### src/rtl/ssp_pkg.sv
package ssp_pkg;
  typedef struct packed {
    logic lead;
    logic trail;
  } sclk_evt_t;
endpackage

### src/rtl/ssp_sync.sv
module ssp_sync #(
  parameter int W = 2,
  parameter int STAGES = 2,
  parameter logic [W-1:0] RST_VAL = '0
) (
  input  logic         clk_i,
  input  logic         rst_ni,
  input  logic [W-1:0] async_i,
  output logic [W-1:0] sync_o
);
  for (genvar g = 0; g < STAGES; g++) begin : g_stage
    logic [W-1:0] q;
    if (g == 0) begin : g_first
      always_ff @(posedge clk_i or negedge rst_ni)
        if (!rst_ni) q <= RST_VAL;
        else         q <= async_i;
    end else begin : g_next
      always_ff @(posedge clk_i or negedge rst_ni)
        if (!rst_ni) q <= RST_VAL;
        else         q <= g_stage[g-1].q;
    end
  end
  assign sync_o = g_stage[STAGES-1].q;
endmodule

### src/rtl/ssp_clkgen.sv
module ssp_clkgen import ssp_pkg::*; #(
  parameter int DATA_W = 8,
  parameter int DIV_W  = 8
) (
  input  logic             clk_i,
  input  logic             rst_ni,
  input  logic             run_i,
  input  logic             pol_i,
  input  logic [DIV_W-1:0] div_i,
  output logic             sclk_o,
  output sclk_evt_t        evt_o,
  output logic             fin_o
);
  localparam int EDGES = 2 * DATA_W;
  localparam int ECW   = $clog2(EDGES + 1);
  localparam logic [ECW-1:0] EDGE_LAST = ECW'(EDGES);

  logic [DIV_W-1:0] div_q, lim;
  logic [ECW-1:0]   ecnt_q;
  logic             sclk_q, tick;

  // half-period never shorter than two system cycles
  assign lim  = (div_i < DIV_W'(2)) ? DIV_W'(1) : div_i - DIV_W'(1);
  assign tick = run_i && (div_q == lim) && (ecnt_q != EDGE_LAST);

  always_ff @(posedge clk_i or negedge rst_ni) begin
    if (!rst_ni) begin
      sclk_q <= 1'b0;
      div_q  <= '0;
      ecnt_q <= '0;
    end else if (!run_i) begin
      sclk_q <= pol_i;
      div_q  <= '0;
      ecnt_q <= '0;
    end else if (div_q == lim) begin
      div_q <= '0;
      if (ecnt_q != EDGE_LAST) begin
        sclk_q <= ~sclk_q;
        ecnt_q <= ecnt_q + ECW'(1);
      end
    end else begin
      div_q <= div_q + DIV_W'(1);
    end
  end

  assign sclk_o      = sclk_q;
  assign evt_o.lead  = tick && (sclk_q == pol_i);
  assign evt_o.trail = tick && (sclk_q != pol_i);
  assign fin_o       = run_i && (ecnt_q == EDGE_LAST);
endmodule

### src/rtl/ssp_shift.sv
module ssp_shift import ssp_pkg::*; #(
  parameter int DATA_W = 8
) (
  input  logic              clk_i,
  input  logic              rst_ni,
  input  logic              begin_i,
  input  logic              abort_i,
  input  logic              phase_i,
  input  sclk_evt_t         evt_i,
  input  logic              sdi_i,
  input  logic [DATA_W-1:0] tx_i,
  output logic              active_o,
  output logic              done_o,
  output logic              sdo_o,
  output logic [DATA_W-1:0] rx_o
);
  localparam int IW = $clog2(DATA_W);
  localparam logic [IW-1:0] LAST = IW'(DATA_W - 1);

  logic [IW-1:0]     cnt_q;
  logic [DATA_W-1:0] tx_q, rx_sh_q, rx_q, rx_next;
  logic              act_q, done_q, sdo_q, launch, capture;

  assign launch  = phase_i ? evt_i.trail : evt_i.lead;
  assign capture = phase_i ? evt_i.lead  : evt_i.trail;
  assign rx_next = {sdi_i, rx_sh_q[DATA_W-1:1]};

  always_ff @(posedge clk_i or negedge rst_ni) begin
    if (!rst_ni) begin
      cnt_q   <= '0;
      tx_q    <= '0;
      rx_sh_q <= '0;
      rx_q    <= '0;
      act_q   <= 1'b0;
      done_q  <= 1'b0;
      sdo_q   <= 1'b0;
    end else begin
      done_q <= 1'b0;
      if (abort_i) begin
        act_q <= 1'b0;
        cnt_q <= '0;
      end else if (begin_i) begin
        act_q <= 1'b1;
        cnt_q <= '0;
        tx_q  <= tx_i;
        if (phase_i) sdo_q <= tx_i[0];
      end else if (act_q) begin
        if (capture) begin
          rx_sh_q <= rx_next;
          cnt_q   <= cnt_q + IW'(1);
          if (cnt_q == LAST) begin
            act_q  <= 1'b0;
            done_q <= 1'b1;
            rx_q   <= rx_next;
          end
        end
        if (launch) sdo_q <= tx_q[cnt_q];
      end
    end
  end

  assign active_o = act_q;
  assign done_o   = done_q;
  assign sdo_o    = sdo_q;
  assign rx_o     = rx_q;
endmodule

### src/rtl/sync_serial_port.sv
module sync_serial_port import ssp_pkg::*; #(
  parameter int DATA_W      = 8,
  parameter int DIV_W       = 8,
  parameter int SYNC_STAGES = 2
) (
  input  logic              clk_i,
  input  logic              rst_ni,
  input  logic              slave_mode_i,
  input  logic              clk_pol_i,
  input  logic              phase_i,
  input  logic [DIV_W-1:0]  div_i,
  input  logic              start_i,
  input  logic [DATA_W-1:0] tx_data_i,
  output logic              busy_o,
  output logic              done_o,
  output logic [DATA_W-1:0] rx_data_o,
  output logic              sclk_o,
  input  logic              sclk_i,
  input  logic              ss_n_i,
  output logic              sdo_o,
  output logic              sdo_oe_o,
  input  logic              sdi_i
);
  // pin vector: [1] select, [0] clock
  logic [1:0] pin_s, pin_p;
  logic       ss_fall, ss_rise, sck_chg;
  logic       m_run_q, m_start, gen_fin, eng_act, eng_begin, eng_abort;
  sclk_evt_t  slv_evt, gen_evt, eng_evt;

  ssp_sync #(.W(2), .STAGES(SYNC_STAGES), .RST_VAL(2'b10)) u_sync (
    .clk_i   (clk_i),
    .rst_ni  (rst_ni),
    .async_i ({ss_n_i, sclk_i}),
    .sync_o  (pin_s)
  );

  always_ff @(posedge clk_i or negedge rst_ni)
    if (!rst_ni) pin_p <= 2'b10;
    else         pin_p <= pin_s;

  assign ss_fall       = pin_p[1] & ~pin_s[1];
  assign ss_rise       = ~pin_p[1] & pin_s[1];
  assign sck_chg       = pin_p[0] ^ pin_s[0];
  assign slv_evt.lead  = sck_chg & (pin_p[0] == clk_pol_i);
  assign slv_evt.trail = sck_chg & (pin_p[0] != clk_pol_i);

  assign m_start = start_i & ~slave_mode_i & ~m_run_q;

  always_ff @(posedge clk_i or negedge rst_ni)
    if (!rst_ni)      m_run_q <= 1'b0;
    else if (m_start) m_run_q <= 1'b1;
    else if (gen_fin) m_run_q <= 1'b0;

  ssp_clkgen #(.DATA_W(DATA_W), .DIV_W(DIV_W)) u_clkgen (
    .clk_i  (clk_i),
    .rst_ni (rst_ni),
    .run_i  (m_run_q),
    .pol_i  (clk_pol_i),
    .div_i  (div_i),
    .sclk_o (sclk_o),
    .evt_o  (gen_evt),
    .fin_o  (gen_fin)
  );

  assign eng_evt   = slave_mode_i ? slv_evt : gen_evt;
  assign eng_begin = slave_mode_i ? ss_fall : m_start;
  assign eng_abort = slave_mode_i & ss_rise;

  ssp_shift #(.DATA_W(DATA_W)) u_shift (
    .clk_i    (clk_i),
    .rst_ni   (rst_ni),
    .begin_i  (eng_begin),
    .abort_i  (eng_abort),
    .phase_i  (phase_i),
    .evt_i    (eng_evt),
    .sdi_i    (sdi_i),
    .tx_i     (tx_data_i),
    .active_o (eng_act),
    .done_o   (done_o),
    .sdo_o    (sdo_o),
    .rx_o     (rx_data_o)
  );

  assign busy_o   = slave_mode_i ? eng_act : m_run_q;
  // raw pin, so release needs no clock
  assign sdo_oe_o = ~slave_mode_i | ~ss_n_i;
endmodule

### config.mk
export PLATFORM = sky130hd
export DESIGN_NAME = sync_serial_port
export DESIGN_NICKNAME = d
export VERILOG_FILES = /design/src/rtl/ssp_pkg.sv /design/src/rtl/ssp_sync.sv /design/src/rtl/ssp_clkgen.sv /design/src/rtl/ssp_shift.sv /design/src/rtl/sync_serial_port.sv
export SDC_FILE = /design/constraint.sdc
export NUM_CORES = 1
export LEC_CHECK = 0
export ABC_AREA = 0
export CORE_MARGIN = 1
export CORE_UTILIZATION = 40
export DETAILED_ROUTE_END_ITERATION = 8
export GPL_TIMING_DRIVEN = 0
export PLACE_DENSITY = 0.68
export SYNTH_ARGS = -nofsm -noshare
export SYNTH_HDL_FRONTEND = slang
export SYNTH_SLANG_ARGS = --single-unit
### constraint.sdc
create_clock -name clk_i -period 4.7 [get_ports clk_i]
set_input_delay 0.94 -clock clk_i [delete_from_list [all_inputs] [get_ports clk_i]]
set_output_delay 0.94 -clock clk_i [all_outputs]
set_load 0.02 [all_outputs]
Word-level counts from Yosys, hierarchy flattened
Index checks and enable logic that the tools add are counted.
{"block": "word_totals", "wordCells": 100, "out_inout_bits": 13, "reg_bits": 51}
{"block": "classes", "n_addsub": 4, "eq_ne": 11, "magnitude_cmp": 2, "bitwise_logic": 17, "reduce_logical": 16, "muxes": 36}
{"operator": "1-bit 2-to-1 mux", "count": 24}
{"operator": "8-bit 2-to-1 mux", "count": 3}
{"operator": "5-bit 2-to-1 mux", "count": 3}
{"operator": "3-bit 2-to-1 mux", "count": 4}
{"operator": "8-bit by 1-bit adder with 8-bit output, second input constant", "count": 1}
{"operator": "8-bit equality test", "count": 1}
{"operator": "8-bit by 2-bit less-than comparator with 1-bit output, second input constant", "count": 1}
{"operator": "1-bit NOT", "count": 8}
{"operator": "4-bit AND reduction", "count": 2}
{"operator": "8-bit by 1-bit subtractor with 8-bit output, second input constant", "count": 1}
{"operator": "1-bit AND", "count": 7}
{"operator": "2-bit AND reduction", "count": 3}
{"operator": "2-bit nonzero test", "count": 3}
{"operator": "3-bit nonzero test", "count": 2}
{"operator": "5-bit by 1-bit adder with 5-bit output, second input constant", "count": 1}
{"operator": "5-bit equality test, second input constant", "count": 1}
{"operator": "1-bit logical AND", "count": 5}
{"operator": "5-bit != test, second input constant", "count": 1}
{"operator": "5-bit AND reduction", "count": 1}
{"operator": "3-bit by 4-bit less-than comparator with 1-bit output, second input constant", "count": 1}
{"operator": "2-bit by 1-bit != test with 1-bit output, second input constant", "count": 2}
{"operator": "3-bit by 1-bit adder with 3-bit output, second input constant", "count": 1}
{"operator": "1-bit binary-select mux with 3-bit select", "count": 1}
{"operator": "3-bit equality test, second input constant", "count": 1}
{"operator": "6 further kinds", "count": 8}

Longest topological paths before layout
{"block": "logic_depth", "word_depth": 12, "ltp_mapped": 11, "mapped_depth_nobuf": 10}

Hierarchy
From an unflattened synthesis, not the netlist that was laid out.
{"block": "hier_totals", "cells_unflattened": 245, "hier_area_um2": 2760.1}
{"mod": "ssp_shift", "seq_area_each_um2": 725.7, "n_inst": 1, "area_per_inst_um2": 1271.2, "cells_each": 86}
{"mod": "ssp_clkgen", "seq_area_each_um2": 350.3, "n_inst": 1, "area_per_inst_um2": 1197.4, "cells_each": 134}
{"mod": "sync_serial_port", "seq_area_each_um2": 76.3, "n_inst": 1, "area_per_inst_um2": 188.9, "cells_each": 21}
{"mod": "ssp_sync", "seq_area_each_um2": 102.6, "n_inst": 1, "area_per_inst_um2": 102.6, "cells_each": 4}

Worst setup path after synthesis
Ideal clock, no wire load.
{"block": "synth_timing", "path_kind": "in2reg", "startpoint": "input div_i[0]", "endpoint": "register u_shift.rx_q[7] (netlist: u_shift.rx_o[7])", "arrival_ns": 3.351, "path_stages": 11, "slack_ns": 1.224, "setup_time_ns": 0.125, "path_cell_list": "inv_1 > ha_1 > nor4b_1 > and2b_1 > mux2i_1 > xor2_1 > nor4_4 > a41oi_4 > nor3b_1 > buf_4 > mux2_2"}
{"block": "synth_between", "elab_chain_len": 9}
{"element": "start: declaration", "line": "sync_serial_port.sv:11", "text": "input logic [DIV_W-1:0] div_i,"}
{"element": "8-bit by 1-bit subtractor with 8-bit output / 8-bit by 2-bit less-than comparator with 1-bit output (equally long branches)", "line": "ssp_clkgen.sv:23", "text": "assign lim = (div_i < DIV_W'(2)) ? DIV_W'(1) : div_i - DIV_W'(1);"}
{"element": "8-bit 2-to-1 mux *", "line": "ssp_clkgen.sv:23"}
{"element": "8-bit equality test *", "line": "ssp_clkgen.sv:24", "text": "assign tick = run_i && (div_q == lim) && (ecnt_q != EDGE_LAST);"}
{"element": "1-bit logical AND * (2 in a row)", "line": "ssp_clkgen.sv:24"}
{"element": "1-bit logical AND (on tied branches)", "line": "ssp_clkgen.sv:48, ssp_clkgen.sv:47"}
{"element": "2-bit 2-to-1 mux *", "line": "sync_serial_port.sv:65", "text": "assign eng_evt = slave_mode_i ? slv_evt : gen_evt;"}
{"element": "1-bit 2-to-1 mux *", "line": "ssp_shift.sv:25", "text": "assign capture = phase_i ? evt_i.lead : evt_i.trail;"}
{"element": "5-bit AND reduction (no source line) *"}
{"element": "end signal: assignment", "line": "ssp_shift.sv:54", "text": "rx_q <= rx_next;"}
{"element": "end: declaration", "line": "ssp_shift.sv:21", "text": "logic [DATA_W-1:0] tx_q, rx_sh_q, rx_q, rx_next;"}
Every way passes the cells marked *; elsewhere a longest branch is shown, timed or not.
A chain may end at the register's enable or synchronous reset.

Worst setup path after layout
Ends and elaborated chain as after synthesis.

==> summary.md <==
| Metric | Value |
|---|---|
| Status | complete, no violations |
| Number of routed nets with antenna violations | 0 |
| Least-Margin Pin Slew | 0.587 ns |
| Die area | 0.00699 mm² |
| EDFF count, synth | 0 |
| Vias/cell | 5.14 |
| Crit path time final | 4.06 ns |
| Max-slew violation count | 0 |
| Total power | 1.20 mW |
| Port Buf Inserts | 33 |
| CP Launch Type | primary input |
| Die Y | 83.6 µm |
| DP HPWL | 3450 µm |
| CTS root buffer | clkbuf_8 |
| Pwr dens | 375 mW/mm² |
| Simple-gate share of the synthesized area | 20.2% |
| Top FF cell, synth | dfrtp_1 |
| Antenna Cells | 0 |
| CTS tree | yes |
| Worst-Skew Late Latency | 0.31 ns |
| Ys async rst share | 100% |
| Layout overhead on the synthesized area | 20.2% |
| Via count | 1944 |
| Endpoints failing setup | 0 |
| Post-synthesis compound-gate area fraction | 7.75% |
| CORE AREA | 0.00639 mm² |
| Worst reg2reg path depth | 9 |
| Hold depth | 0 |
| Yosys cell types | 51 |
| DRC Markers | 0 |
| Maximum clock frequency | 246 MHz |
| Core Rows | 29 |
| Final wirelength | 4660 µm |
| Crit-path max cell delay | 0.53 ns |
| Clk_skew | 0.0127 ns |
| Hold_ws | 0.364 ns |
| Kind of critical path | in2reg |
| Synthesized cell area | 0.00267 mm² |
| Share of cells above drive strength 1 | 12.6% |
| Post-CTS Setup Bufs | 0 |
| VDD IR max | 0.185 mV |
| Final Hold Viols | 0 |
| Yosys warns | 0 |
| Nets@finish | 331 |
| Antenna violations before repair | 0 |
| Cts-stage hold buffer count | 0 |
| CTS Buf Count | 5 |
| Htree depth | 2 |
| First-pass GRT wire length | 8370 µm |
| Reg clk slew, reported paths | 0.10 ns |
| CP Capture Type | flop |
| Syn_nets | 290 |
| GRT overflow | 0 |
| Post-DR wirelength/cell | 12.3 µm |
| Main combinational cell family by area after synthesis | simple AND/OR/NAND/NOR gates |
| Max Cap Viol | 0 |
| Drt first pass iters | 4 |
| Max FO, Critical Path | 10 |
| Slowest-stage cell, CP | nor4_4 |
| Pre-CTS setup slack | 0.282 ns |
| Synth Instances | 259 |
| Synth Area per Inst | 10.3 µm² |
| Starting Density | 41.7% |
| Vias in the first global route | 1940 |
| Setup WS post-layout | 0.642 ns |
| DRT iter0 DRCs | 88 |
| Xor and xnor fraction of the mapped netlist area | 6.90% |
| Flops & latches, synth | 50 |
| Required time worst endpoint | 4.90 ns |
| GRT Total Usage | 14.6% |
| Static Leak | 1.48 nW |
| Global placement routability congestion | 0.764 |
| Final worst path period share | 86.3% |
| Hold Path Class | reg2reg |
| Die W | 83.6 µm |
| Mux share of post-synthesis cell area | 11.3% |
| Clock sinks | 50 |
| Largest net degree at the start of global routing | 36 |
| CTS max path bufs | 2 |
| Crit-path cells | clkdlybuf4s50_1 > inv_1 > ha_1 > nor4b_1 > and2b_1 > mux2i_1 > xor2_1 > nor4_4 > a41oi_4 > nor3b_1 > buf_4 > mux2_2 |
| Post-synthesis adder-cell area fraction | 2.82% |
| Headroom to the max-slew limit | 60.6% |
| Part of the Yosys area used for sequential elements | 47.1% |
| Arr. time, crit path | 4.26 ns |
| Resized cells post-CTS | 0 |
| RSZ-0062 raised after global routing | no |
| Aggregate negative setup slack | 0 ns |
| I/O pin total | 38 |
==> synthesized netlist by cell type, drive strengths merged (2+ instances only) <==
| cell type | instances | area share [%] |
|---|---|---|
| ha | 6 | 2.8 |
| nand2b | 3 | 0.70 |
| nor2 | 22 | 3.1 |
| xor2 | 12 | 3.9 |
| or2 | 2 | 0.47 |
| a21oi | 4 | 0.75 |
| nand2 | 44 | 6.2 |
| xnor2 | 9 | 3.0 |
| mux2i | 6 | 2.3 |
| buf | 5 | 1.5 |
| nand3b | 2 | 0.56 |
| mux2 | 15 | 7.3 |
| and2 | 3 | 0.70 |
| a311oi | 3 | 0.99 |
| a31oi | 3 | 0.70 |
| and3 | 4 | 0.94 |
| nor3 | 4 | 0.75 |
| clkbuf | 5 | 0.70 |
| or3 | 4 | 0.94 |
| inv | 13 | 1.8 |
| nand3 | 5 | 0.94 |
| dfrtp | 47 | 44 |
| nand4 | 2 | 0.47 |
| nor3b | 3 | 0.85 |
| o21ai | 8 | 1.5 |
| mux4 | 2 | 1.7 |
| nor2b | 3 | 0.70 |
| nor4 | 2 | 1.3 |
| dfstp | 3 | 3.0 |
==> stage by stage <==
step	utilization [%]	cell area [µm²]	std cells
after floorplan	-	2670	259
after global placement	48.4	3090	369
after detailed placement	48.6	3110	370
after CTS	50.2	3200	378
after global routing	50.2	3200	378
final	50.2	3200	378
==> power breakdown <==
group	leakage [nW]	internal, mW	switching [mW]
clock network	0.0506	0.111	0.157
registers	0.636	0.512	0.0805
logic	0.791	0.176	0.165
total	1.48	0.799	0.402
==> worst max-delay path, delay by kind of cell <==
family / cells / cell delay [ns]
buf+inv: 3 / 0.79
simple gates: 4 / 1.34
fa+ha+maj: 1 / 0.23
mux: 2 / 0.56
xor+xnor: 1 / 0.12
compound gates: 1 / 0.28
==> layout make-up <==
class	count	area, µm²
plain buffers	10	57.6
clock buffers	5	68.8
clock inverters	3	28.8
fillers	597	3180
inverters	13	48.8
multi-input cells	186	1300
flip-flops and latches	50	1250
well taps	77	96.3
repair buffers	34	345
==> per-layer routing <==
layer | vias up | global-route usage, % | part of all wire, %
met5 | - | 0 | 0
met4 | 0 | 4.78 | 1.4
met3 | 6 | 2.87 | 4.0
met2 | 36 | 25.1 | 47
met1 | 929 | 18.6 | 48
li1 | 973 | - | -
==> cell usage in the layout, fill, tap and decap left out, drive strengths merged, types with 4 or more instances in the layout <==
cell type and count:
nor2 22, a21oi 4, ha 6, nand2 44, and3 4, o21ai 8, nand3 5, dfrtp 47
xnor2 9, clkbuf 10, clkdlybuf4s50 32, xor2 12, mux2 15, nor3 4, or3 4, mux2i 6
inv 15, buf 7
==> worst paths after layout <==
| kind | from | end | slack [ns] |
|---|---|---|---|
| worst max-delay path | div_i[0] | u_shift.rx_o[7] | 0.64 |
| worst min-delay path | u_sync.g_stage[0].q[0] | u_sync.sync_o[0] | 0.36 |
| worst max register to register | u_clkgen.div_q[2] | u_shift.rx_o[7] | 1.76 |
| worst min register to register | u_sync.g_stage[0].q[0] | u_sync.sync_o[0] | 0.36 |
| max in group asynchronous | rst_ni | u_clkgen.div_q[5] | 3.67 |
| min in group asynchronous | rst_ni | u_shift.tx_q[7] | 0.53 |
==> kinds of logic (layout without fill, tap and decap cells) <==
family / after synthesis / count (layout)
multiplexers: 23 / 23
adder cells (fa/ha/maj): 6 / 6
AND/OR/NAND/NOR: 108 / 108
XOR/XNOR: 21 / 21
buffers and inverters: 23 / 65
AO/OA/AOI/OAI: 28 / 28
flip-flops: 50 / 50
==> sequential cells by signal, summed over array words and instances (netlist names) <==
signal            cells
u_shift.tx_q          8
u_sync.sync_o         2
u_clkgen.sclk_o       1
m_run_q               1
u_shift.done_o        1
u_clkgen.div_q        8
u_shift.cnt_q         3
u_shift.rx_sh_q       7
u_sync.g_stage.q      2
u_shift.rx_o          8
u_shift.active_o      1
pin_p                 2
u_clkgen.ecnt_q       5
u_shift.sdo_o         1
Power figures use the tool's default switching activity.
